## src/rtl/xmw_pkg.sv

```systemverilog
// Shared helpers for the XOR-encoded multi-writer memory.
// Assumes the number of write ports is at least two.
package xmw_pkg;

    // Taps each bank needs: one per read port plus one per other writer.
    function automatic int bank_taps(input int n_wr, input int n_rd);
        return n_rd + n_wr - 1;
    endfunction

    // Write port served by the m-th writer tap of bank 'self'.
    function automatic int slot_owner(input int self, input int m);
        return (m < self) ? m : m + 1;
    endfunction

    // Index of writer 'other' among the writer taps of bank 'self'.
    function automatic int other_slot(input int self, input int other);
        return (other < self) ? other : other - 1;
    endfunction

endpackage

```

## src/rtl/xmw_bank.sv

```systemverilog
// One storage bank: a single write port and NT combinational read taps.
// Assumes the address width covers the full depth (2**AW words).
// The synchronous active-low reset clears every word.
module xmw_bank #(
    parameter int W  = 8,
    parameter int AW = 4,
    parameter int NT = 3
) (
    input  logic           clk,
    input  logic           rst_n,
    input  logic           we,
    input  logic [AW-1:0]  waddr,
    input  logic [W-1:0]   wdata,
    input  logic [NT*AW-1:0] taddr,
    output logic [NT*W-1:0]  tdata
);
    localparam int DEPTH = 1 << AW;

    logic [W-1:0] mem [DEPTH];

    // Clear on reset, otherwise store the encoded word on a write.
    always_ff @(posedge clk) begin
        if (!rst_n) begin
            for (int i = 0; i < DEPTH; i++) begin
                mem[i] <= '0;
            end
        end else if (we) begin
            mem[waddr] <= wdata;
        end
    end

    // One combinational read per tap.
    for (genvar t = 0; t < NT; t++) begin : g_tap
        assign tdata[t*W +: W] = mem[taddr[t*AW +: AW]];
    end

endmodule

```

## src/rtl/xmw_wr_encode.sv

```systemverilog
// Write encoder: folds the other banks' words at the write address into
// the incoming data, so that the XOR over all banks equals the new data.
// Assumes NO >= 1 other banks.
module xmw_wr_encode #(
    parameter int W  = 8,
    parameter int NO = 1
) (
    input  logic [W-1:0]    din,
    input  logic [NO*W-1:0] others,
    output logic [W-1:0]    enc
);
    // Running XOR of the incoming data with every other bank's word.
    always_comb begin
        enc = din;
        for (int o = 0; o < NO; o++) begin
            enc = enc ^ others[o*W +: W];
        end
    end

endmodule

```

## src/rtl/xmw_rd_decode.sv

```systemverilog
// Read decoder: XORs one word from every bank and registers the result.
// The output holds while the enable is low and clears on reset.
module xmw_rd_decode #(
    parameter int W  = 8,
    parameter int NB = 2
) (
    input  logic            clk,
    input  logic            rst_n,
    input  logic            en,
    input  logic [NB*W-1:0] taps,
    output logic [W-1:0]    q
);
    logic [W-1:0] mix;

    // Combine the words of all banks.
    always_comb begin
        mix = '0;
        for (int b = 0; b < NB; b++) begin
            mix = mix ^ taps[b*W +: W];
        end
    end

    // Register the decoded word when the port is enabled.
    always_ff @(posedge clk) begin
        if (!rst_n) begin
            q <= '0;
        end else if (en) begin
            q <= mix;
        end
    end

endmodule

```

## src/rtl/xor_mwram.sv

```systemverilog
// Multi-writer, multi-reader register memory built from one-write banks.
// Each write port owns a bank. A write stores its data XORed with the other
// banks' words at its address. A read XORs all banks and returns the data
// of the latest write to that address. Assumes no two writers hit the same
// address in one cycle. Reads are read-before-write with one cycle latency.
module xor_mwram
    import xmw_pkg::*;
#(
    parameter int NW = 2,
    parameter int NR = 2,
    parameter int W  = 8,
    parameter int AW = 4
) (
    input  logic             clk,
    input  logic             rst_n,
    input  logic [NW-1:0]    wr_en,
    input  logic [NW*AW-1:0] wr_addr,
    input  logic [NW*W-1:0]  wr_data,
    input  logic [NR-1:0]    rd_en,
    input  logic [NR*AW-1:0] rd_addr,
    output logic [NR*W-1:0]  rd_data
);
    localparam int NT = bank_taps(NW, NR);
    localparam int NO = NW - 1;

    logic [NT*AW-1:0] tap_addr [NW];
    logic [NT*W-1:0]  tap_data [NW];
    logic [W-1:0]     enc_data [NW];

    for (genvar k = 0; k < NW; k++) begin : g_bank
        logic [NO*W-1:0] oth;

        // External read ports occupy the first NR taps.
        for (genvar j = 0; j < NR; j++) begin : g_rtap
            assign tap_addr[k][j*AW +: AW] = rd_addr[j*AW +: AW];
        end

        // Remaining taps follow the other writers' addresses.
        for (genvar m = 0; m < NO; m++) begin : g_wtap
            localparam int OWNER = slot_owner(k, m);
            localparam int SLOT  = NR + other_slot(OWNER, k);
            assign tap_addr[k][(NR+m)*AW +: AW] = wr_addr[OWNER*AW +: AW];
            assign oth[m*W +: W] = tap_data[OWNER][SLOT*W +: W];
        end

        xmw_wr_encode #(
            .W  (W),
            .NO (NO)
        ) u_enc (
            .din    (wr_data[k*W +: W]),
            .others (oth),
            .enc    (enc_data[k])
        );

        xmw_bank #(
            .W  (W),
            .AW (AW),
            .NT (NT)
        ) u_bank (
            .clk   (clk),
            .rst_n (rst_n),
            .we    (wr_en[k]),
            .waddr (wr_addr[k*AW +: AW]),
            .wdata (enc_data[k]),
            .taddr (tap_addr[k]),
            .tdata (tap_data[k])
        );
    end

    for (genvar j = 0; j < NR; j++) begin : g_read
        logic [NW*W-1:0] gath;

        for (genvar k = 0; k < NW; k++) begin : g_gath
            assign gath[k*W +: W] = tap_data[k][j*W +: W];
        end

        xmw_rd_decode #(
            .W  (W),
            .NB (NW)
        ) u_dec (
            .clk   (clk),
            .rst_n (rst_n),
            .en    (rd_en[j]),
            .taps  (gath),
            .q     (rd_data[j*W +: W])
        );
    end

endmodule

```

## config.mk

```make
export PLATFORM = sky130hd
export DESIGN_NAME = xor_mwram
export DESIGN_NICKNAME = d
export VERILOG_FILES = /design/src/rtl/xmw_pkg.sv /design/src/rtl/xmw_bank.sv /design/src/rtl/xmw_wr_encode.sv /design/src/rtl/xmw_rd_decode.sv /design/src/rtl/xor_mwram.sv
export SDC_FILE = /design/constraint.sdc
export NUM_CORES = 1
export LEC_CHECK = 0
export ABC_AREA = 1
export BUFFER_PORTS_ARGS = -buffer_cell sky130_fd_sc_hd__buf_2
export CAP_MARGIN = 10
export CORE_MARGIN = 1.5
export CORE_UTILIZATION = 38
export DETAILED_ROUTE_END_ITERATION = 8
export SETUP_SLACK_MARGIN = 0.2
export SLEW_MARGIN = 10
export SYNTH_ARGS = -nofsm -noshare
export SYNTH_HDL_FRONTEND = slang
export SYNTH_HIERARCHICAL = 1
export SYNTH_SLANG_ARGS = --single-unit
```

## constraint.sdc

```tcl
create_clock -name clk -period 3.49 [get_ports clk]
set_clock_uncertainty 0.05 [all_clocks]
set_input_delay 0 -clock clk [delete_from_list [all_inputs] [get_ports clk]]
set_output_delay 0 -clock clk [all_outputs]
set_load 0.02 [all_outputs]
```

==> key figures <==
Final layout
  • Share of layout cells above drive strength 1: 7.250%
  • Number of diodes added for antenna fixing: 0
  • Area delta synth->final: 10.00%
  • Flip-flop and latch area: 0.008008 mm²
  • Area occupied by multi-input gates: 0.008461 mm²
  • Layout filler cell count: 5096
  • Final net count: 2813

Global route
  • First-pass GRT wire length: 115800 µm
  • Largest net degree at the start of global routing: 129
  • Total gr overflow: 0
  • Initial antenna violation count: 0
  • Global Route Usage Sum: 31.10%
  • Number of global-route vias before repair: 18002

Synth
  • Number of synthesis warnings: 6
  • Number of nets in the synthesized netlist: 2836
  • Average instance area after synthesis: 6.681 µm²
  • Synth cell types: 17
  • Main combinational cell family by area after synthesis: simple AND/OR/NAND/NOR gates
  • Fraction of the mapped netlist area in simple logic gates: 45.26%
  • Instance count of the mapped netlist: 2798
  • Post-synthesis compound-gate area fraction: 0%
  • Multiplexer fraction of the synthesized cell area: 0%
  • Xor-xnor portion of the synthesized cell area: 0%
  • Post-synthesis share of cell area spent on full adders, half adders and majority gates: 0%
  • Post-Syn Area: 0.01869 mm²
  • Post-synthesis register bit count: 272
  • Sequential cell area fraction in the yosys report: 42.84%

Floorplanning
  • Placeable core region: 0.04875 mm²
  • Die area: 0.05053 mm²
  • Effective utilization at floorplan: 38.35%
  • Vertical extent of the die: 224.8 µm
  • Row cnt: 81
  • Number of primary I/O pins: 54
  • Chip Width: 224.8 µm

Worst setup path
  • Data arrival time at the worst-slack endpoint: 2.42 ns
  • Endpoint of the worst register-to-register path: g_bank[0].u_bank/mem[13][0]
  • Most used cell, CP: sky130_fd_sc_hd__nand2_1
  • Reg-to-reg critical path startpoint: g_bank[1].u_bank/mem[4][0]
  • Capturing element type of the critical path: flip-flop
  • Register-to-register path setup slack: 1.31 ns
  • Max stage delay on crit path: 0.43 ns
  • Cells traversed along the worst timing path: inv_1 -> nand2_1 -> nand3_1 -> nand3_1 -> nand3_1 -> nand2_1 -> nand2_1 -> nand2_1 -> inv_1 -> nor2_1
  • FF-to-FF path depth: 10
  • Number of buffers and inverters on the critical path: 2
  • Required time of the critical path: 3.73 ns
  • Worst-path fanout max: 16
  • Element type at the critical path start: flip-flop
  • Cell with the biggest individual delay on the critical path: sky130_fd_sc_hd__inv_1
  • Kind of critical path: flip-flop to flip-flop
  • Top Family by Delay on Critical Path: simple AND/OR/NAND/NOR gates

Pwr
  • Net Sw Power: 0.002831 W
  • Ratio of total power to cell area: 435.0 mW/mm²
  • Lkg Pwr: 10.23 nW
  • Clk network pwr share: 38.8%
  • Switching fraction of total power: 31.65%
  • Total chip power: 0.008944 W
  • Combinational share of power: 19.6%
  • Sequential Power Share: 41.5%
  • Peak supply drop: 397.1 µV
  • Internal Pwr Total: 0.006113 W

STA
  • Setup slack after layout: 1.310 ns
  • Total negative slack: 0 ns
  • Slew margin rel.: 19.96%
  • Peak Freq: 0.4587 GHz
  • Final hold violation count: 0
  • Final setup fails: 0
  • Max-slew violation count: 0
  • Setup repair after global routing missed its margin: false
  • Hold_ws: 0.07039 ns
  • Time the final worst path needs with I/O delays and setup: 2.180 ns
  • Slew @ Worst Pin: 1.199 ns
  • Final period utilization: 62.47%

Placement
  • Post-place setup slack: 0.9427 ns
  • Port Buffers: 53
  • Routability-driven placement congestion ratio: 0.9699
  • Final HPWL from detailed placement: 51310 µm

Drt
  • Post-DR vias/cell: 5.656
  • DR iter-0 viols: 3118
  • DR DRC count: 0
  • Detailed Route WL: 79200 µm
  • Total iterations of the first detailed-routing run: 7
  • Number of antenna-violating nets in the routed design: 0
  • Final routed wire length divided by cell count: 22.86 µm
  • DR vias: 19592

Outcome
  • Run status: finished clean

Worst hold path
  • Type of the tightest min-delay check: input port to flip-flop
  • Worst Min Path Start: wr_data[13]
  • Min-Delay Path Depth: 6
  • Worst Hold Path EP: g_bank[1].u_bank/mem[10][5]

Clock network
  • Post-CTS clock slew at the launch and capture registers of the worst setup and hold paths: 0.06 ns
  • CTS HTree Levels: 2
  • Max clock buf depth: 3
  • Source-to-sink clock delay at the later pin of the worst-skew pair: 0.57 ns
  • Clock sink count: 272
  • Clock tree from TritonCTS: yes
  • Cell at the root of the clock tree: sky130_fd_sc_hd__clkbuf_16
  • CTS resizes: 0
  • Number of clock buffers inserted by TritonCTS: 34

Job
  • # Max-Cap Violations: 0
cells in the final DEF, fill, tap and decap left out:
| master | count |
|---|---|
| sky130_fd_sc_hd__clkbuf_1 | 5 |
| sky130_fd_sc_hd__clkinvlp_4 | 1 |
| sky130_fd_sc_hd__buf_12 | 4 |
| sky130_fd_sc_hd__nand2_1 | 948 |
| sky130_fd_sc_hd__nor2_4 | 2 |
| sky130_fd_sc_hd__nand3_1 | 688 |
| sky130_fd_sc_hd__bufinv_16 | 3 |
| sky130_fd_sc_hd__edfxtp_1 | 256 |
| sky130_fd_sc_hd__inv_1 | 382 |
| sky130_fd_sc_hd__inv_2 | 6 |
| sky130_fd_sc_hd__nor2_2 | 4 |
| sky130_fd_sc_hd__nor3_4 | 8 |
| sky130_fd_sc_hd__buf_2 | 51 |
| sky130_fd_sc_hd__buf_4 | 52 |
| sky130_fd_sc_hd__clkinv_8 | 1 |
| sky130_fd_sc_hd__dfxtp_1 | 16 |
| sky130_fd_sc_hd__clkinv_2 | 3 |
| sky130_fd_sc_hd__inv_6 | 2 |
| sky130_fd_sc_hd__clkinv_1 | 12 |
| sky130_fd_sc_hd__nor2_1 | 288 |
| sky130_fd_sc_hd__nand2_2 | 32 |
| sky130_fd_sc_hd__dlygate4sd3_1 | 2 |
| sky130_fd_sc_hd__clkbuf_16 | 34 |
power groups by stage:
stage	Sequential [W]	Clock [W]	Combinational, W
finish	0.00372	0.00347	0.00176
global route	0.00372	0.00363	0.00188
CTS	0.00371	0.00352	0.00170
detailed placement	0.00378	0	0.00169
global placement	0.00378	0	0.00168
floorplan	0.00379	0	0.00105
state kept, by name, indices dropped and copies added (netlist names):
| register | count |
|---|---|
| g_bank.u_bank/mem | 256 |
| g_read.u_dec/q | 16 |
synth_stat cells:
| cell | n | share of area (%) |
|---|---|---|
| sky130_fd_sc_hd__nor2_2 | 4 | 0.13 |
| sky130_fd_sc_hd__buf_2 | 66 | 1.8 |
| sky130_fd_sc_hd__nand3_1 | 688 | 18 |
| sky130_fd_sc_hd__inv_2 | 6 | 0.12 |
| sky130_fd_sc_hd__buf_4 | 2 | 0.080 |
| sky130_fd_sc_hd__nor2_4 | 2 | 0.12 |
| sky130_fd_sc_hd__nor3_4 | 8 | 0.70 |
| sky130_fd_sc_hd__inv_1 | 382 | 7.7 |
| sky130_fd_sc_hd__nand2_2 | 32 | 1.1 |
| sky130_fd_sc_hd__dfxtp_1 | 16 | 1.7 |
| sky130_fd_sc_hd__clkbuf_1 | 88 | 1.8 |
| sky130_fd_sc_hd__nand2_1 | 948 | 19 |
| sky130_fd_sc_hd__edfxtp_1 | 256 | 41 |
| sky130_fd_sc_hd__buf_6 | 2 | 0.12 |
| sky130_fd_sc_hd__nor2_1 | 288 | 5.8 |
| sky130_fd_sc_hd__buf_12 | 2 | 0.21 |
| sky130_fd_sc_hd__buf_1 | 8 | 0.16 |
final cells by class:
| cell class | count | area share (%) |
|---|---|---|
| clock buffer | 39 | 4.229 |
| inverter | 388 | 7.083 |
| multi-input combinational | 1970 | 41.15 |
| clock inverter | 22 | 0.9310 |
| timing repair buffer | 109 | 3.627 |
| sequential | 272 | 38.94 |
| tap | 664 | 4.040 |
stage by stage:
stage / instance area, µm² / instances / utilization [%]
finish: 20560 / 3464 / 42.18
global placement: 19480 / 3401 / 39.96
CTS: 20560 / 3464 / 42.18
detailed placement: 19480 / 3401 / 39.96
floorplan: 18690 / 2798 / -
global route: 20560 / 3464 / 42.18
kinds of logic (layout without fill, tap and decap cells):
logic type / Yosys count / in the layout
flops: 272 / 272
buf+inv: 556 / 558
simple gates: 1970 / 1970
worst max path at each step:
stage	startpoint	depth (start not counted)	endpoint
global placement	wr_addr[2]	10	g_bank[0].u_bank/mem[8][2]
global route	g_bank[1].u_bank/mem[12][7]	10	g_bank[0].u_bank/mem[12][7]
CTS	g_bank[1].u_bank/mem[13][7]	10	g_bank[0].u_bank/mem[12][7]
finish	g_bank[1].u_bank/mem[4][0]	10	g_bank[0].u_bank/mem[13][0]
floorplan	wr_addr[1]	12	g_bank[0].u_bank/mem[0][6]
detailed placement	wr_addr[2]	10	g_bank[0].u_bank/mem[7][2]
timing repair:
| item | CTS | global route |
|---|---|---|
| buffers inserted | 0 | 0 |
| hold endpoints to repair | 16 | 0 |
| hold buffers | 2 | 0 |
metal layers:
metal,routed length (µm),vias to the layer above,track usage (%)
li1,-,8794,-
met1,29460,9036,40.60
met2,34250,1455,47.19
met3,9906,307,6.623
met4,5588,0,18.88
met5,0,-,0
tightest hold or removal path, stage by stage:
cell	delay, ns
sky130_fd_sc_hd__buf_2	0.09
sky130_fd_sc_hd__nand2_1	0.05
sky130_fd_sc_hd__nand2_1	0.05
sky130_fd_sc_hd__inv_1	0.03
sky130_fd_sc_hd__buf_4	0.22
sky130_fd_sc_hd__nor2_1	0.13
No activity file was read; power rests on OpenSTA's default activity.
